## src/rtl/sat_mac_pkg.sv

```systemverilog
package sat_mac_pkg;

    typedef enum logic [1:0] {
        OP_MAC  = 2'b00,
        OP_ADD  = 2'b01,
        OP_SUB  = 2'b10,
        OP_MACX = 2'b11
    } mac_op_e;

    typedef enum logic [1:0] {
        ST_IDLE    = 2'b00,
        ST_ACCUM   = 2'b01,
        ST_CLAMPED = 2'b10
    } mac_state_e;

endpackage

```

## src/rtl/sat_mac_mul.sv

```systemverilog
module sat_mac_mul #(
    parameter int W = 8
) (
    input  logic signed [W-1:0]   a_i,
    input  logic signed [W-1:0]   b_i,
    output logic signed [2*W-1:0] prod_o
);
    localparam int PW = 2 * W;

    logic signed [PW-1:0] a_x;
    logic signed [PW-1:0] b_x;

    assign a_x    = {{(PW-W){a_i[W-1]}}, a_i};
    assign b_x    = {{(PW-W){b_i[W-1]}}, b_i};
    assign prod_o = a_x * b_x;

endmodule

```

## src/rtl/sat_mac_clamp.sv

```systemverilog
module sat_mac_clamp #(
    parameter int IN_W  = 17,
    parameter int OUT_W = 8
) (
    input  logic signed [IN_W-1:0]  val_i,
    output logic signed [OUT_W-1:0] val_o,
    output logic                    over_o,
    output logic                    under_o
);
    localparam int TOP_W = IN_W - OUT_W + 1;

    logic [TOP_W-1:0] top_bits;
    logic             fits;

    assign top_bits = val_i[IN_W-1:OUT_W-1];
    assign fits     = (top_bits == '0) || (top_bits == '1);
    assign over_o   = !fits && !val_i[IN_W-1];
    assign under_o  = !fits &&  val_i[IN_W-1];

    always_comb begin
        if (over_o)
            val_o = {1'b0, {(OUT_W-1){1'b1}}};
        else if (under_o)
            val_o = {1'b1, {(OUT_W-1){1'b0}}};
        else
            val_o = val_i[OUT_W-1:0];
    end

endmodule

```

## src/rtl/sat_mac_ctrl.sv

```systemverilog
module sat_mac_ctrl
    import sat_mac_pkg::*;
(
    input  logic clk,
    input  logic rst_n,
    input  logic clear_i,
    input  logic valid_i,
    input  logic clip_i,
    output logic acc_load_o,
    output logic acc_zero_o,
    output logic sat_o
);
    mac_state_e state_q;
    mac_state_e state_d;

    always_ff @(posedge clk or negedge rst_n) begin
        if (!rst_n)
            state_q <= ST_IDLE;
        else
            state_q <= state_d;
    end

    always_comb begin
        state_d = state_q;
        unique case (state_q)
            ST_IDLE: begin
                if (valid_i)
                    state_d = clip_i ? ST_CLAMPED : ST_ACCUM;          // T_OVF / T_START
            end
            ST_ACCUM: begin
                if (clear_i && !valid_i)
                    state_d = ST_IDLE;                                 // T_CLEAR
                else if (valid_i && clip_i)
                    state_d = ST_CLAMPED;                              // T_OVF
            end
            ST_CLAMPED: begin
                if (clear_i && !valid_i)
                    state_d = ST_IDLE;                                 // T_CLEAR
                else if (clear_i && valid_i && !clip_i)
                    state_d = ST_ACCUM;                                // T_RESTART
            end
            default: state_d = ST_IDLE;
        endcase
    end

    always_comb begin
        acc_load_o = valid_i;
        acc_zero_o = clear_i && !valid_i;
        sat_o      = (state_q == ST_CLAMPED);
    end

    // sticky flag holds until a clear
    a_r7_sticky_hold: assert property (@(posedge clk) disable iff (!rst_n)
        (sat_o && !clear_i) |=> sat_o);

    // a lone clear returns the controller to idle
    a_r6_clear_idle: assert property (@(posedge clk) disable iff (!rst_n)
        (clear_i && !valid_i) |=> (state_q == ST_IDLE));

endmodule

```

## src/rtl/sat_mac.sv

```systemverilog
module sat_mac
    import sat_mac_pkg::*;
#(
    parameter int W = 8
) (
    input  logic                clk,
    input  logic                rst_n,
    input  logic                clear_i,
    input  logic                valid_i,
    input  logic [1:0]          mode_i,
    input  logic signed [W-1:0] a_i,
    input  logic signed [W-1:0] b_i,
    output logic signed [W-1:0] acc_o,
    output logic                sat_o
);
    localparam int PW    = 2 * W;
    localparam int SUM_W = PW + 1;
    localparam logic signed [W-1:0] ACC_MAX = {1'b0, {(W-1){1'b1}}};
    localparam logic signed [W-1:0] ACC_MIN = {1'b1, {(W-1){1'b0}}};

    logic signed [W-1:0]     acc_q;
    logic signed [W-1:0]     base;
    logic signed [PW-1:0]    prod;
    logic signed [SUM_W-1:0] sum_full;
    logic signed [SUM_W-1:0] base_x;
    logic signed [SUM_W-1:0] prod_x;
    logic signed [SUM_W-1:0] a_x;
    logic signed [SUM_W-1:0] b_x;
    logic signed [W-1:0]     clamped;
    logic                    clip_hi;
    logic                    clip_lo;
    logic                    acc_load;
    logic                    acc_zero;
    mac_op_e                 op;

    sat_mac_mul #(.W(W)) mul_i (
        .a_i    (a_i),
        .b_i    (b_i),
        .prod_o (prod)
    );

    assign op     = mac_op_e'(mode_i);
    assign base   = clear_i ? '0 : acc_q;
    assign base_x = {{(SUM_W-W){base[W-1]}}, base};
    assign prod_x = {prod[PW-1], prod};
    assign a_x    = {{(SUM_W-W){a_i[W-1]}}, a_i};
    assign b_x    = {{(SUM_W-W){b_i[W-1]}}, b_i};

    always_comb begin
        unique case (op)
            OP_ADD:  sum_full = a_x + b_x;
            OP_SUB:  sum_full = a_x - b_x;
            default: sum_full = base_x + prod_x;
        endcase
    end

    sat_mac_clamp #(.IN_W(SUM_W), .OUT_W(W)) clamp_i (
        .val_i   (sum_full),
        .val_o   (clamped),
        .over_o  (clip_hi),
        .under_o (clip_lo)
    );

    sat_mac_ctrl ctrl_i (
        .clk        (clk),
        .rst_n      (rst_n),
        .clear_i    (clear_i),
        .valid_i    (valid_i),
        .clip_i     (clip_hi || clip_lo),
        .acc_load_o (acc_load),
        .acc_zero_o (acc_zero),
        .sat_o      (sat_o)
    );

    always_ff @(posedge clk or negedge rst_n) begin
        if (!rst_n)
            acc_q <= '0;
        else if (acc_zero)
            acc_q <= '0;
        else if (acc_load)
            acc_q <= clamped;
    end

    assign acc_o = acc_q;

    a_r2_clip_max: assert property (@(posedge clk) disable iff (!rst_n)
        (valid_i && clip_hi) |=> (acc_o == ACC_MAX) && sat_o);

    a_r3_clip_min: assert property (@(posedge clk) disable iff (!rst_n)
        (valid_i && clip_lo) |=> (acc_o == ACC_MIN) && sat_o);

    a_r9_hold: assert property (@(posedge clk) disable iff (!rst_n)
        (!valid_i && !clear_i) |=> $stable(acc_o) && $stable(sat_o));

    a_r6_zero: assert property (@(posedge clk) disable iff (!rst_n)
        (clear_i && !valid_i) |=> (acc_o == '0) && !sat_o);

    a_r1_no_clip_no_flag_rise: assert property (@(posedge clk) disable iff (!rst_n)
        (valid_i && !clip_hi && !clip_lo && (clear_i || !sat_o)) |=> !sat_o);

endmodule

```

## config.mk

```make
export PLATFORM = sky130hd
export DESIGN_NAME = sat_mac
export DESIGN_NICKNAME = d
export VERILOG_FILES = /design/src/rtl/sat_mac_pkg.sv /design/src/rtl/sat_mac_mul.sv /design/src/rtl/sat_mac_clamp.sv /design/src/rtl/sat_mac_ctrl.sv /design/src/rtl/sat_mac.sv
export SDC_FILE = /design/constraint.sdc
export NUM_CORES = 1
export LEC_CHECK = 0
export BUFFER_PORTS_ARGS = -buffer_cell sky130_fd_sc_hd__buf_2
export CAP_MARGIN = 40
export CORE_UTILIZATION = 47
export CTS_BUF_LIST = sky130_fd_sc_hd__clkbuf_16
export CTS_CLUSTER_DIAMETER = 80
export DETAILED_ROUTE_END_ITERATION = 12
export GPL_TIMING_DRIVEN = 0
export PLACE_DENSITY_LB_ADDON = 0.08
export SETUP_SLACK_MARGIN = 0.4
export SKIP_CTS_REPAIR_TIMING = 1
export SLEW_MARGIN = 20
export SYNTH_ARGS = -nofsm -noshare
export SYNTH_HDL_FRONTEND = slang
export SYNTH_SLANG_ARGS = --single-unit
```

## constraint.sdc

```tcl
create_clock -name clk -period 14 [get_ports clk]
set_input_delay 0.7 -clock clk [delete_from_list [all_inputs] [get_ports clk]]
set_output_delay 0.7 -clock clk [all_outputs]
set_load 0.1 [all_outputs]
```

======== After elaboration in Yosys (flattened, before gate mapping) ========
Index checks and enable logic that the tools add are counted.
storage, ports and cells
  register bits ........................... 10
  output and inout port bits .............. 9
  word-level logic and storage cells ...... 43
operators by class
  add/subtract/negate cells ............... 3
  $mul .................................... 1
  equal/unequal tests ..................... 8
  mux-type cells .......................... 13
  reductions and logical operators ........ 16
operators by type and width
  kind                  number
  $mux 8                5
  $pmux 17 s2           1
  $add 8x16->17         1
  $mul 8x8->16          1
  $mux 2                6
  $eq 10x10->1 const B  1
  $logic_not 10->1      1
  $add 8x8->9           1
  $sub 8x8->9           1
  $logic_and 1x1->1     6
  $pmux 2 s3            1
  $eq 2x1->1 const B    2
  $eq 2x2->1 const B    2
  $logic_not 1->1       4
  $ne 3x1->1 const B    1
  $ne 3x2->1 const B    1
  $reduce_and 3->1      1
  $logic_not 2->1       1
  $logic_or 1x1->1      2
  $ne 2x2->1 const B    1
  $reduce_bool 2->1     1

======== Logic depth before layout (Yosys ltp) ========
Gate-level depths: netlist of the first run.
  depth in word-level cells ............... 13
  gate-level depth with buffers ........... 23
  mapped depth without buffers ............ 22

======== Cells and area by module ========
A second synthesis of the first run with hierarchy kept.
unflattened totals
  cell total of the unflattened synthesis .. 631
  area total of the unflattened synthesis .. 5,093.6 um^2
by module, submodules not included
  module         instances  cells each  area each (um^2)  sequential area each (um^2)
  sat_mac_mul    1          290         2,549.9           0.0
  sat_mac        1          301         2,168.3           200.2
  sat_mac_clamp  1          28          259.0             0.0
  sat_mac_ctrl   1          12          116.4             50.0

======== Worst setup path after synthesis of the first run ========
OpenSTA, ideal clock, no wires.
  path kind ............................... input -> register
  from .................................... input a_i[0]
  to ...................................... register acc_q[1] (netlist: acc_o[1])
  arrival ................................. 5,870 ps
  required time ........................... 13,850 ps
  slack ................................... 7,979 ps
  stages on the path ...................... 23
  path buffers ............................ 1
  path through ............................ inv_1 nand2_1 fa_1 inv_1 fa_1 inv_1 fa_1 inv_1 fa_1 inv_1 fa_1 inv_1 ha_1 o21ai_0 o21bai_1 o21ai_0 o21ai_0 mux2i_1 or3_1 nor4b_2 a211o_2 buf_6 o221ai_1
between the ends
  cells in the longest elaborated chain, start to end .. 11
  elaborated cells on any way between the ends .. 16
  those cells by class .................... 3 x add/sub; 1 x mul; 1 x eq/ne; 5 x mux; 6 x reduce/logical
RTL lines
  item                                                     line                                      source
  start: declaration                                       sat_mac.sv:11                             input logic signed [W-1:0] a_i,
  $mul 8x8->16                                             sat_mac_mul.sv:15                         assign prod_o = a_x * b_x;
  $add 8x16->17                                            sat_mac.sv:53                             default: sum_full = base_x + prod_x;
  $pmux 17 s2 *                                            sat_mac.sv:50                             unique case (op)
  $eq 10x10->1 / $logic_not 10->1 (equally long branches)  sat_mac_clamp.sv:16                       assign fits = (top_bits == '0) || (top_bits == '1);
  $logic_or 1x1->1                                         sat_mac_clamp.sv:16
  $logic_not 1->1                                          sat_mac_clamp.sv:17, sat_mac_clamp.sv:18
  $logic_and 1x1->1                                        sat_mac_clamp.sv:18                       assign under_o = !fits && val_i[IN_W-1];
  $mux 8                                                   sat_mac_clamp.sv:23                       else if (under_o)
  $mux 8 *                                                 sat_mac_clamp.sv:21                       if (over_o)
  $mux 8 *                                                 sat_mac.sv:80                             else if (acc_load)
  $mux 8 *                                                 sat_mac.sv:78                             else if (acc_zero)
  end signal: assignment                                   sat_mac.sv:81                             acc_q <= clamped;
  end: declaration                                         sat_mac.sv:21                             logic signed [W-1:0] acc_q;
Mark *: on every way between the ends. The rest lies on a longest branch, timed or not. The select of a mux whose other input is x is not followed.
A chain may end at the register's enable or synchronous reset.

======== Final worst setup path of the first run ========
  from .................................... input a_i[0]
  to ...................................... register acc_q[6] (netlist: acc_o[6])
Same word-level chain as after synthesis.

==> impl.org, run 1 <==
** Outcome
- The flow ran to the end, but the final reports show violations.
- The checks that failed: DRC.

** Die
- Row generation in the floorplan step produced 34 rows.
- DIE AREA :: a little under 10000 sq um
- The floorplan step defined a core boundary enclosing a little under 9000 sq um.
- Die boundary width :: between 90 and 100 microns
- Effective utilization at floorplan :: roughly half
- 31 I/O pins were placed.
- The die is between 90 and 100 microns tall.

** Route
- Number of DRC violations after detailed routing :: 3
- The count of nets left with antenna violations once routing finished came out at 0.
- DR WL/cell :: 15.8 microns
- Total number of vias :: ~3.6k
- Vias per std cell :: 5.56
- The detailed router finished its first iteration with ~140 violations.
- The pre-antenna-repair detailed-routing pass consisted of 9 iterations.
- Wires add up to about 10000 microns.

** GRT
- Total overflow reported by the global router :: 0
- The number of antenna violations at the first check in global routing is 0.
- Global Route Usage Sum :: about 22%
- Maximum number of pins on one net before global-route repair :: 12
- Vias in the first global route :: 3587
- The first global-routing pass estimated roughly 17000 microns of wire.

** STA
- Number of hold violations in the final report :: 0
- Setup repair after global routing left no endpoint under its margin.
- Clock skew on the completed layout was measured at 0.000882 ns.
- Tightest Pin Transition :: around 0.58 ns
- Number of max-slew violations in the final report :: 0
- The tightest hold path in the finished design has a slack of 0.324 ns.
- Counting I/O delays and the setup requirement, the final critical path takes between 6 and 7 ns.
- Based on the critical path, the design can be clocked at up to around 0.15 GHz.
- Summed negative setup slack over all endpoints :: 0 ns
- Crit share post-route :: between 40% and 50%
- Worst slew slack as a fraction of its limit :: between 60% and 70%
- Number of setup violations in the final report :: 0

** Synth
- The commonest cells after synthesis are sky130_fd_sc_hd__inv_1 (107), sky130_fd_sc_hd__fa_1 (68), sky130_fd_sc_hd__ha_1 (57), sky130_fd_sc_hd__nand2_1 (55), sky130_fd_sc_hd__nor2_1 (33).
- In the post-synthesis netlist, the cell with the most instances is sky130_fd_sc_hd__inv_1.
- Summing the sequential cell areas from Yosys gives 5.76% of the chip area.
- Mean Syn Cell Area :: between 8 and 9 sq um
- The synthesized netlist contains 60 unique library cells.
- Total of flip-flops plus latches after synthesis :: 10
- The cell count after synthesis came out at approximately 510.
- Largest area contributor in the synthesized netlist :: sky130_fd_sc_hd__fa_1
- Yosys mapped a number of flops with a built-in enable equal to 0.
- Summed instance area of the synthesized netlist :: ~4300 sq um
- Top_reg_cell synth :: sky130_fd_sc_hd__dfrtp_1
- Syn_nets :: approximately 660
- Synth warn :: 0
- After synthesis, the share of flip-flops with an asynchronous set or reset is 100%.
- Yosys attributes the largest share of cell area to sky130_fd_sc_hd__fa_1 (31%), sky130_fd_sc_hd__ha_1 (16%), sky130_fd_sc_hd__inv_1 (9.2%), sky130_fd_sc_hd__dfrtp_1 (5.8%), sky130_fd_sc_hd__nand2_1 (4.7%).
- Fraction of synthesized cell area taken by the top area cell type :: between 30% and 40%

** Setup path
- By startpoint and endpoint, the worst setup path is classified as in2reg.
- Data on the critical path is required at its endpoint by approximately 14 ns.
- Worst setup path start :: a_i[0]
- Nature of the critical path endpoint :: flop
- Arrival time reported for the critical path endpoint :: 6.59 ns
- The worst setup path is launched from a primary input.
- Of all nets on the critical path, the largest fanout is 7.
- The worst register-to-register path begins at acc_o[7].

** Final layout
- Number of nets in the final layout :: a little under 700
- The area growth from synthesis to layout is 8.29%.
- The repair_antennas step left the layout with diodes totalling 0.
- Final design area excluding fillers :: 4710 sq um
- Share of layout cells above drive strength 1 :: 8.07%

** Clock tree
- Counting the buffers created by CTS gives 3.
- Worst-path clk slew :: ~0.040 ns
- TritonCTS built the clock tree.
- CTS placed an instance of sky130_fd_sc_hd__clkbuf_16 at the clock tree root.
- For this design, the sink count on the clock tree is 10.
- Number of buffers on the longest clock path :: 2
- Clock insertion delay at the later pin of the skew report :: 0.23 ns
- H-tree levels :: 1

** Hold path
- The tightest min-delay check is of the in2async type.

** Placement
- I/O Buffers :: 30
- Half-perimeter wire length of the detailed placement result :: about 9000 microns
- Weighted congestion at the end of routability-driven global placement :: 0.861
- Once placement finished, the instance area stood at 4630 sq um.

** Flow run
- Number of max-capacitance violations reported :: 0
==> worst max-delay path: stages <==
cell                        delay, ns
sky130_fd_sc_hd__buf_2           0.11
sky130_fd_sc_hd__inv_1           0.20
sky130_fd_sc_hd__nand2_1         0.12
sky130_fd_sc_hd__fa_1            0.55
sky130_fd_sc_hd__inv_1           0.06
sky130_fd_sc_hd__fa_1            0.54
sky130_fd_sc_hd__inv_1           0.06
sky130_fd_sc_hd__fa_1            0.52
sky130_fd_sc_hd__inv_1           0.05
sky130_fd_sc_hd__fa_1            0.52
sky130_fd_sc_hd__inv_1           0.05
sky130_fd_sc_hd__fa_1            0.53
sky130_fd_sc_hd__inv_1           0.04
sky130_fd_sc_hd__ha_1            0.33
sky130_fd_sc_hd__o21ai_0         0.11
sky130_fd_sc_hd__a21oi_1         0.32
sky130_fd_sc_hd__o2111ai_1       0.24
sky130_fd_sc_hd__a31oi_1         0.40
sky130_fd_sc_hd__xnor2_1         0.23
sky130_fd_sc_hd__a21oi_1         0.16
sky130_fd_sc_hd__a21oi_1         0.51
sky130_fd_sc_hd__o221ai_1        0.21
==> registers in the layout, indices dropped and copies added (netlist names) <==
register        cells
acc_o               8
ctrl_i.state_q      2
==> logic make-up after synthesis <==
group | Yosys count | share of synthesized area (%)
buf+inv | 118 | 10.5
flops | 10 | 5.76
mux | 2 | 0.460
xor+xnor | 20 | 4.03
simple gates | 137 | 14.8
fa+ha+maj | 125 | 47.7
compound gates | 100 | 16.7
==> per-stage QoR <==
step           worst slack [ns]  utilization, %  std cells
2_1_floorplan              7.98               -        512
3_3_place_gp               7.34            52.4        650
3_5_place_dp               7.24            52.4        650
4_1_cts                    7.49            53.2        653
5_1_grt                    6.95            53.2        653
6_report                   7.48            53.2        653
==> layer usage <==
layer  GRT usage [%]  part of all wire (%)
met1            29.4                    43
met5               0                     0
met3            1.36                   3.6
met2            42.3                    53
met4            2.18                  0.54
==> cells in the final DEF, fill, tap and decap left out, drive strengths merged, types with 6 or more instances in the layout <==
cell type    n
buf         34
nor2        33
o211ai       7
a21oi       20
inv        107
and2        12
nand2       55
clkbuf       9
xor2         6
dfrtp       10
nand2b       9
xnor2       14
o221ai       6
a21o         7
ha          57
o21ai       20
fa          68
==> area by class of cell <==
| type | count | area, sq um |
|---|---|---|
| multi-input cells | 384 | 3640 |
| clock buffers | 3 | 75.1 |
| flip-flops and latches | 10 | 250 |
| well taps | 108 | 135 |
| inverters | 108 | 405 |
| plain buffers | 10 | 51.3 |
| repair buffers | 30 | 150 |
| fillers | 889 | 4140 |
==> path summary, 6_finish.rpt <==
check	slack, ns	cells past startpoint	end
worst max-delay path	7.48	22	acc_o[6]
worst min-delay path	0.32	1	acc_o[0]
worst max register to register	8.15	21	acc_o[6]
worst min register to register	0.54	1	ctrl_i.state_q[1]
max in group asynchronous	13.49	1	acc_o[3]
min in group clk	0.54	1	ctrl_i.state_q[1]
Power of run 1 is left out: the tool's default activity adds up to more than one toggle a clock period on the data nets, which glitch-free logic cannot reach.
==> run 2, diff against run 1 <==
==> constraint.sdc (replaced) <==
create_clock -name clk -period 5.39 [get_ports clk]
set_input_delay 0.2695 -clock clk [delete_from_list [all_inputs] [get_ports clk]]
set_output_delay 0.2695 -clock clk [all_outputs]
set_load 0.1 [all_outputs]
==> run 2 against run 1 <==
  * Worst hold slack better by 0.0041 ns
  * Global-route usage up 1.7 points
  * Critical path depth down 2
  * The flow finishes with violations (setup timing)
  * Sequential share of layout area down 0.40 points
  * Largest cell class unchanged
  * Clock skew up 0.0027 ns
  * First-iteration DRC count down 22%
  * Critical endpoint is now ctrl_i.state_q[0]
==> impl.org, run 2 (same netlist as run 1, synthesis figures left out) <==
** Outcome
- Result of the run :: finished, violations left
- Violated checks :: setup timing

** Route
- The remaining antenna violation count was 0 (unchanged).
- DR WL/cell :: 16.2 microns (+2.6%)
- Routed wire length :: 11000 microns (+6.1%)
- The number of detailed-route iterations in the first pass came to 6 (-3).
- The count of vias placed by the detailed router was 3772 (+3.9%).
- Vias per std cell :: 5.59 (+0.55%)
- Number of DRC violations after detailed routing :: 0 (-3)
- The number of DRC markers after the initial detailed-route iteration is 108 (-22%).

** Final layout
- The number of antenna cells inserted came to 0 (unchanged).
- The final-stage net count came to 715 (+3.0%).
- Final design area excluding fillers :: 5320 sq um (+13%)
- Share of layout cells above drive strength 1 :: 24.0% (+16 points)
- Max reg flops :: 8 (unchanged)
- Commonest cells after routing, fill and taps aside :: sky130_fd_sc_hd__inv_1 (92), sky130_fd_sc_hd__fa_1 (65), sky130_fd_sc_hd__nand2_1 (53)
- Relative to the synthesized area, the layout overhead comes to 22.3%.
- The library cell used most frequently in the layout, excluding fill and tap cells, is sky130_fd_sc_hd__inv_1.
- Post-route insts no fill :: 675 (+3.4%)

** Setup path
- STA classifies the critical path startpoint as a flop.
- Nature of the critical path endpoint :: flop
- Class of the most critical setup path :: reg2reg
- The biggest fanout along the worst timing path came to 6 (-1).
- The maximum single-stage delay on the critical path came to 0.51 ns (-0.04 ns).
- By instance count, the cell type seen most on the critical path is sky130_fd_sc_hd__fa_1.
- Tracing the worst setup path back leads to its startpoint at acc_o[7].
- The data required time at the worst endpoint came to 5.51 ns (-8.57 ns).
- Reg-to-Reg Start :: acc_o[7]
- Arrival time reported for the critical path endpoint :: 5.61 ns (-0.98 ns)
- Critical path cell sequence :: nand2_4 > inv_4 > fa_2 > fa_1 > inv_1 > fa_1 > inv_2 > fa_1 > ha_1 > ha_1 > buf_6 > a2111o_1 > o2111ai_4 > and3b_2 > nor4_4 > a31oi_2 > nor2_1 > a211o_2 > buf_6 > a31o_4
- The largest individual stage delay along the critical path comes from the cell sky130_fd_sc_hd__fa_2.

** Placement
- I/O Buffers :: 30 (unchanged)
- Half-perimeter wire length of the detailed placement result :: 9020 microns (about the same)
- The instance area at placement came to 4720 sq um (+1.8%).
- The worst setup slack before clock tree synthesis was -0.722 ns (-7.96 ns).
- The number of instances in the placed design was 650 (unchanged).
- Weighted congestion at the end of routability-driven global placement :: 0.870 (+1.1%)

** Die
- The number of rows in the core area came to 34 (unchanged).
- The vertical die dimension came to 98.2 microns (unchanged).
- Top-Level Pins :: 31 (unchanged)
- The floorplan die area came to 9640 sq um (unchanged).
- Effective utilization at floorplan :: 49.1% (unchanged)
- Die boundary width :: 98.2 microns (unchanged)
- Area of the core :: 8850 sq um (unchanged)

** STA
- The slew of the pin with the lowest slew margin came to 0.828 ns (+0.246 ns).
- The setup violation total in the final timing report was 9 (+9).
- The count of final hold-check violations is 0 (unchanged).
- Post-layout min period :: ~5.5 ns
- Setup clock skew after layout :: 0.00356 ns (+0.00268 ns)
- The relative max-transition margin is 44.4% (-17 points).
- After layout, the worst path uses 102% of the clock period.
- Summed negative setup slack over all endpoints :: -0.402 ns (-0.402 ns)
- RSZ-0062 raised after global routing :: yes
- Derived from the worst setup path, the maximum achievable clock frequency is about 0.18 GHz.
- The count of final max-slew check failures came to 0 (unchanged).
- The final setup slack of the worst path came to -0.0919 ns (-7.57 ns).

** GRT
- The number of antenna violations at the first check in global routing is 0 (unchanged).
- The global router's overall resource usage was 24.1% (+1.7 points).
- Total overflow reported by the global router :: 0 (unchanged)
- Maximum number of pins on one net before global-route repair :: 12 (unchanged)
- The global-route wire length before repair came to 18500 microns (+7.2%).
- The via count of the first global-routing pass was 3893 (+8.5%).

** Clock tree
- The clock latency at the later pin of the worst-skew pair is 0.24 ns (about the same).
- The number of sinks driven by the clock tree came to 10 (unchanged).
- CTS Root Cell :: sky130_fd_sc_hd__clkbuf_16
- Number of buffers on the longest clock path :: 2 (unchanged)
- The post-CTS clock slew at the launch and capture registers of the worst setup and hold paths was 0.04 ns (about the same).
- Number of CTS-inserted buffers :: 3 (unchanged)
- The depth of the CTS H-tree was 1 (unchanged).
- Clock tree from TritonCTS :: built

** Flow run
- The count of max-cap constraint violations is 0 (unchanged).

** Hold path
- The worst hold path begins at clear_i.
- The path class of the tightest hold or removal check is in2reg.
-- run 2: path summary, 6_finish.rpt --
kind                       cells past startpoint           endpoint  slack [ns]
setup / recovery                              20  ctrl_i.state_q[0]       -0.09
hold / removal                                 2  ctrl_i.state_q[1]        0.33
setup reg to reg                              20  ctrl_i.state_q[0]       -0.09
hold reg to reg                                1  ctrl_i.state_q[1]        0.53
max in group asynchronous                      2           acc_o[7]        4.76
min in group asynchronous                      2           acc_o[0]        0.42
-- run 2: per-layer routing --
layer	vias up	GRT usage [%]	routed length, microns
met2	61	44.6	5780
met4	0	5.17	238
met3	16	1.57	311
met1	1897	31.0	4630
met5	-	0	0
li1	1798	-	-
-- run 2: cell type report --
type / count / area (sq um)
clock inverters: 1 / 3.75
inverters: 108 / 418
multi-input cells: 384 / 4030
plain buffers: 10 / 58.8
clock buffers: 3 / 75.1
fillers: 819 / 3530
flip-flops and latches: 10 / 262
well taps: 108 / 135
repair buffers: 51 / 335
-- run 2: through the flow --
| stage | hold slack [ns] | util [%] |
|---|---|---|
| global placement | 0.138 | 53.3 |
| floorplan | -0.0261 | - |
| detailed placement | 0.141 | 53.3 |
| global route | 0.346 | 60.1 |
| CTS | -0.112 | 54.2 |
| finish | 0.328 | 60.1 |
-- run 2: worst max-delay path: cells and delay by family (launching register included) --
| kind | cells | cell delay, ns |
|---|---|---|
| DFF | 1 | 0.48 |
| adders and majority gates | 6 | 2.58 |
| AOI/OAI and AO/OA | 5 | 1.41 |
| and+or+nand+nor | 4 | 0.49 |
| buffers and inverters | 5 | 0.41 |
Power of run 2 is left out for the same reason.
==> run 3, diff against run 2 <==
--- a/config.mk
+++ b/config.mk
@@ -7,11 +7,12 @@
 export LEC_CHECK = 0
 export BUFFER_PORTS_ARGS = -buffer_cell sky130_fd_sc_hd__buf_2
 export CAP_MARGIN = 40
-export CORE_UTILIZATION = 47
+export CORE_UTILIZATION = 57
 export CTS_BUF_LIST = sky130_fd_sc_hd__clkbuf_16
 export CTS_CLUSTER_DIAMETER = 80
 export DETAILED_ROUTE_END_ITERATION = 12
 export GPL_TIMING_DRIVEN = 0
+export HOLD_SLACK_MARGIN = 0.03
 export PLACE_DENSITY_LB_ADDON = 0.08
 export SETUP_SLACK_MARGIN = 0.4
 export SKIP_CTS_REPAIR_TIMING = 1
==> run 3 against run 2 <==
  * The flow still finishes with violations (setup timing)
  * Via count rose by 0.13%
  * Largest cell class unchanged
  * Die area fell by 17%
  * Critical path type unchanged
  * Sequential share of layout area rose by 0.15 points
  * First-iteration DRC count grew 140%
==> impl.org, run 3 (same netlist as run 1, synthesis figures left out) <==
** Final layout
- Most frequent standard cell in the layout excluding fill and tap cells :: sky130_fd_sc_hd__inv_1
- Synth-to-layout area growth :: 18.6%
- In the layout the commonest cells are sky130_fd_sc_hd__inv_1 (91), sky130_fd_sc_hd__fa_1 (65), sky130_fd_sc_hd__nand2_1 (53).
- The number of flip-flops under the largest register name is 8 (unchanged).
- The final-stage net count came to 712 (-0.42%).
- The number of fill cells in the layout is 616 (-25%).
- Antenna cells :: 0 (unchanged)
- Post-route insts no fill :: 663 (-1.8%)
- The ratio of cells with drive above 1 in the final layout is 20.9% (-3.1 points).
- Area occupied by multi-input gates :: 3920 sq um (-2.7%)
- Combined flip-flop and latch cell area :: 262 sq um (unchanged)

** Die
- The starting density of the core is 59.3% (+10 points).
- The number of placed I/O pins is 31 (unchanged).
- Number of core rows :: 31 (-8.8%)
- The x dimension of the die was 89.3 microns (-9.0%).
- The floorplan die area came to 7980 sq um (-17%).
- The area of the placeable core was 7330 sq um (-17%).
- Vertical die dimension :: 89.3 microns (-9.0%)

** GRT
- The via count of the first global-routing pass came to 3777 (-3.0%).
- The aggregate global routing overflow came to 0 (unchanged).
- Global Route Usage Sum :: 29.3% (+5.2 points)
- The global-route wire length before repair came to 17700 microns (-4.1%).
- Number of antenna violations at the first check in global routing :: 0 (unchanged)
- Maximum number of pins on one net before global-route repair :: 12 (unchanged)

** Clock tree
- The number of sinks driven by the clock tree was 10 (unchanged).
- CTS Root Cell :: sky130_fd_sc_hd__clkbuf_16
- Clock insertion delay at the later pin of the skew report :: 0.24 ns (about the same)
- Clock tree from TritonCTS :: built
- The number of buffers created by CTS was 3 (unchanged).
- H-tree levels :: 1 (unchanged)
- Number of buffers on the longest clock path :: 2 (unchanged)
- Worst-path clk slew :: 0.04 ns (about the same)

** Route
- Vias per std cell :: 5.70 (+1.9%)
- DR WL/cell :: 16.1 microns (-1.1%)
- Routed wire length :: 10700 microns (-2.8%)
- The detailed-route DRC error count is 0 (unchanged).
- 1st-pass router iterations :: 5 (-1)
- The remaining antenna violation count was 0 (unchanged).
- Total number of vias :: 3777 (+0.13%)
- 1st-iter DRT viols :: 261 (+140%)

** STA
- Post-layout min period :: 5.47 ns (-0.0146 ns)
- The final setup slack of the worst path came to -0.0773 ns (+0.0146 ns).
- Crit share post-route :: 101% (-0.27 points)
- The final worst clock skew is 0.00329 ns (-0.000272 ns).
- RSZ-0062 raised after global routing :: yes
- The count of final hold-check violations was 0 (unchanged).
- Number of setup violations in the final report :: 6 (-3)
- Number of max-slew violations in the final report :: 0 (unchanged)
- The highest attainable clock frequency came to 0.183 GHz (+0.27%).
- Tightest Pin Transition :: 0.797 ns (-0.0319 ns)
- The relative max-transition margin is 46.5% (+2.1 points).

** Outcome
- Violated checks :: setup timing
- The flow ran to the end, but the final reports show violations.

** Flow run
- Number of max-capacitance violations reported :: 0 (unchanged)

** Placement
- I/O Buffers :: 30 (unchanged)
- The final RePlAce weighted congestion came to 0.870 (about the same).
- The detailed-placement wirelength estimate is 8860 microns (-1.8%).
- The number of instances in the placed design was 641 (-1.4%).

** Setup path
- The data required time at the worst endpoint came to 5.51 ns (about the same).
- The arrival time of data at the critical path endpoint is 5.58 ns (-0.03 ns).
- STA classifies the critical path endpoint as a flop.
- Critical Path Source Type :: flop
- Biggest fanout along the worst timing path :: 6 (unchanged)
- Class of the most critical setup path :: reg2reg

** Hold path
- Type of the worst min-delay path :: in2reg
[run 3: cell types whose count changed in the layout (fill, tap and decap cells not counted), sizes merged]
cell / previous run / this run
buf: 50 / 49
clkbuf: 13 / 11
[run 3: critical path: stages (launching register included)]
cell and delay, ns:
sky130_fd_sc_hd__dfrtp_4 0.47, sky130_fd_sc_hd__nand2_4 0.08, sky130_fd_sc_hd__inv_4 0.04, sky130_fd_sc_hd__fa_2 0.49, sky130_fd_sc_hd__buf_4 0.17, sky130_fd_sc_hd__fa_1 0.47
sky130_fd_sc_hd__inv_1 0.05, sky130_fd_sc_hd__fa_1 0.47, sky130_fd_sc_hd__inv_1 0.05, sky130_fd_sc_hd__fa_1 0.42, sky130_fd_sc_hd__ha_1 0.30, sky130_fd_sc_hd__ha_1 0.38
sky130_fd_sc_hd__a211o_1 0.33, sky130_fd_sc_hd__o21ai_2 0.22, sky130_fd_sc_hd__mux2i_2 0.27, sky130_fd_sc_hd__buf_4 0.14, sky130_fd_sc_hd__nor4_2 0.03, sky130_fd_sc_hd__a31oi_1 0.19
sky130_fd_sc_hd__nor2_1 0.07, sky130_fd_sc_hd__a211o_2 0.31, sky130_fd_sc_hd__buf_6 0.14, sky130_fd_sc_hd__a31o_2 0.23
[run 3: per-layer routing]
layer	up-vias	routed length, microns	global-route usage, %
met5	-	0	0
met4	0	194	5.19
met3	12	356	2.22
met2	82	5600	55.4
met1	1891	4500	37.0
li1	1792	-	-
[run 3: path summary, 6_finish.rpt]
| path | start | endpoint | slack (ns) | depth (start not counted) |
|---|---|---|---|---|
| min in group asynchronous | rst_n | ctrl_i.state_q[1] | 0.42 | 2 |
| max | acc_o[7] | ctrl_i.state_q[0] | -0.08 | 21 |
| min reg2reg | ctrl_i.state_q[0] | ctrl_i.state_q[1] | 0.53 | 1 |
| max in group asynchronous | rst_n | acc_o[7] | 4.75 | 2 |
| max reg2reg | acc_o[7] | ctrl_i.state_q[0] | -0.08 | 21 |
| min | clear_i | ctrl_i.state_q[1] | 0.32 | 2 |
[run 3: layout make-up]
class                      count  area share [%]
buffer                        10            1.14
clock buffer                   3            1.46
clock inverter                 1          0.0728
inverter                     108            8.15
multi-input combinational    384            76.0
sequential                    10            5.07
tap                           99            2.40
timing repair buffer          48            5.72
[run 3: per-stage QoR]
stage	TNS (ns)	area (sq um)	util [%]	hold slack [ns]	worst slack (ns)
after CTS	-4.92	4790	65.3	-0.104	-0.600
final	-0.162	5160	70.4	0.317	-0.0773
after global routing	-2.06	5160	70.4	0.348	-0.261
after global placement	-5.75	4710	64.2	0.137	-0.680
after floorplan	-0.00973	4430	-	-0.0261	-0.00973
after detailed placement	-6.94	4710	64.2	0.141	-0.802
Power of run 3 is left out for the same reason.
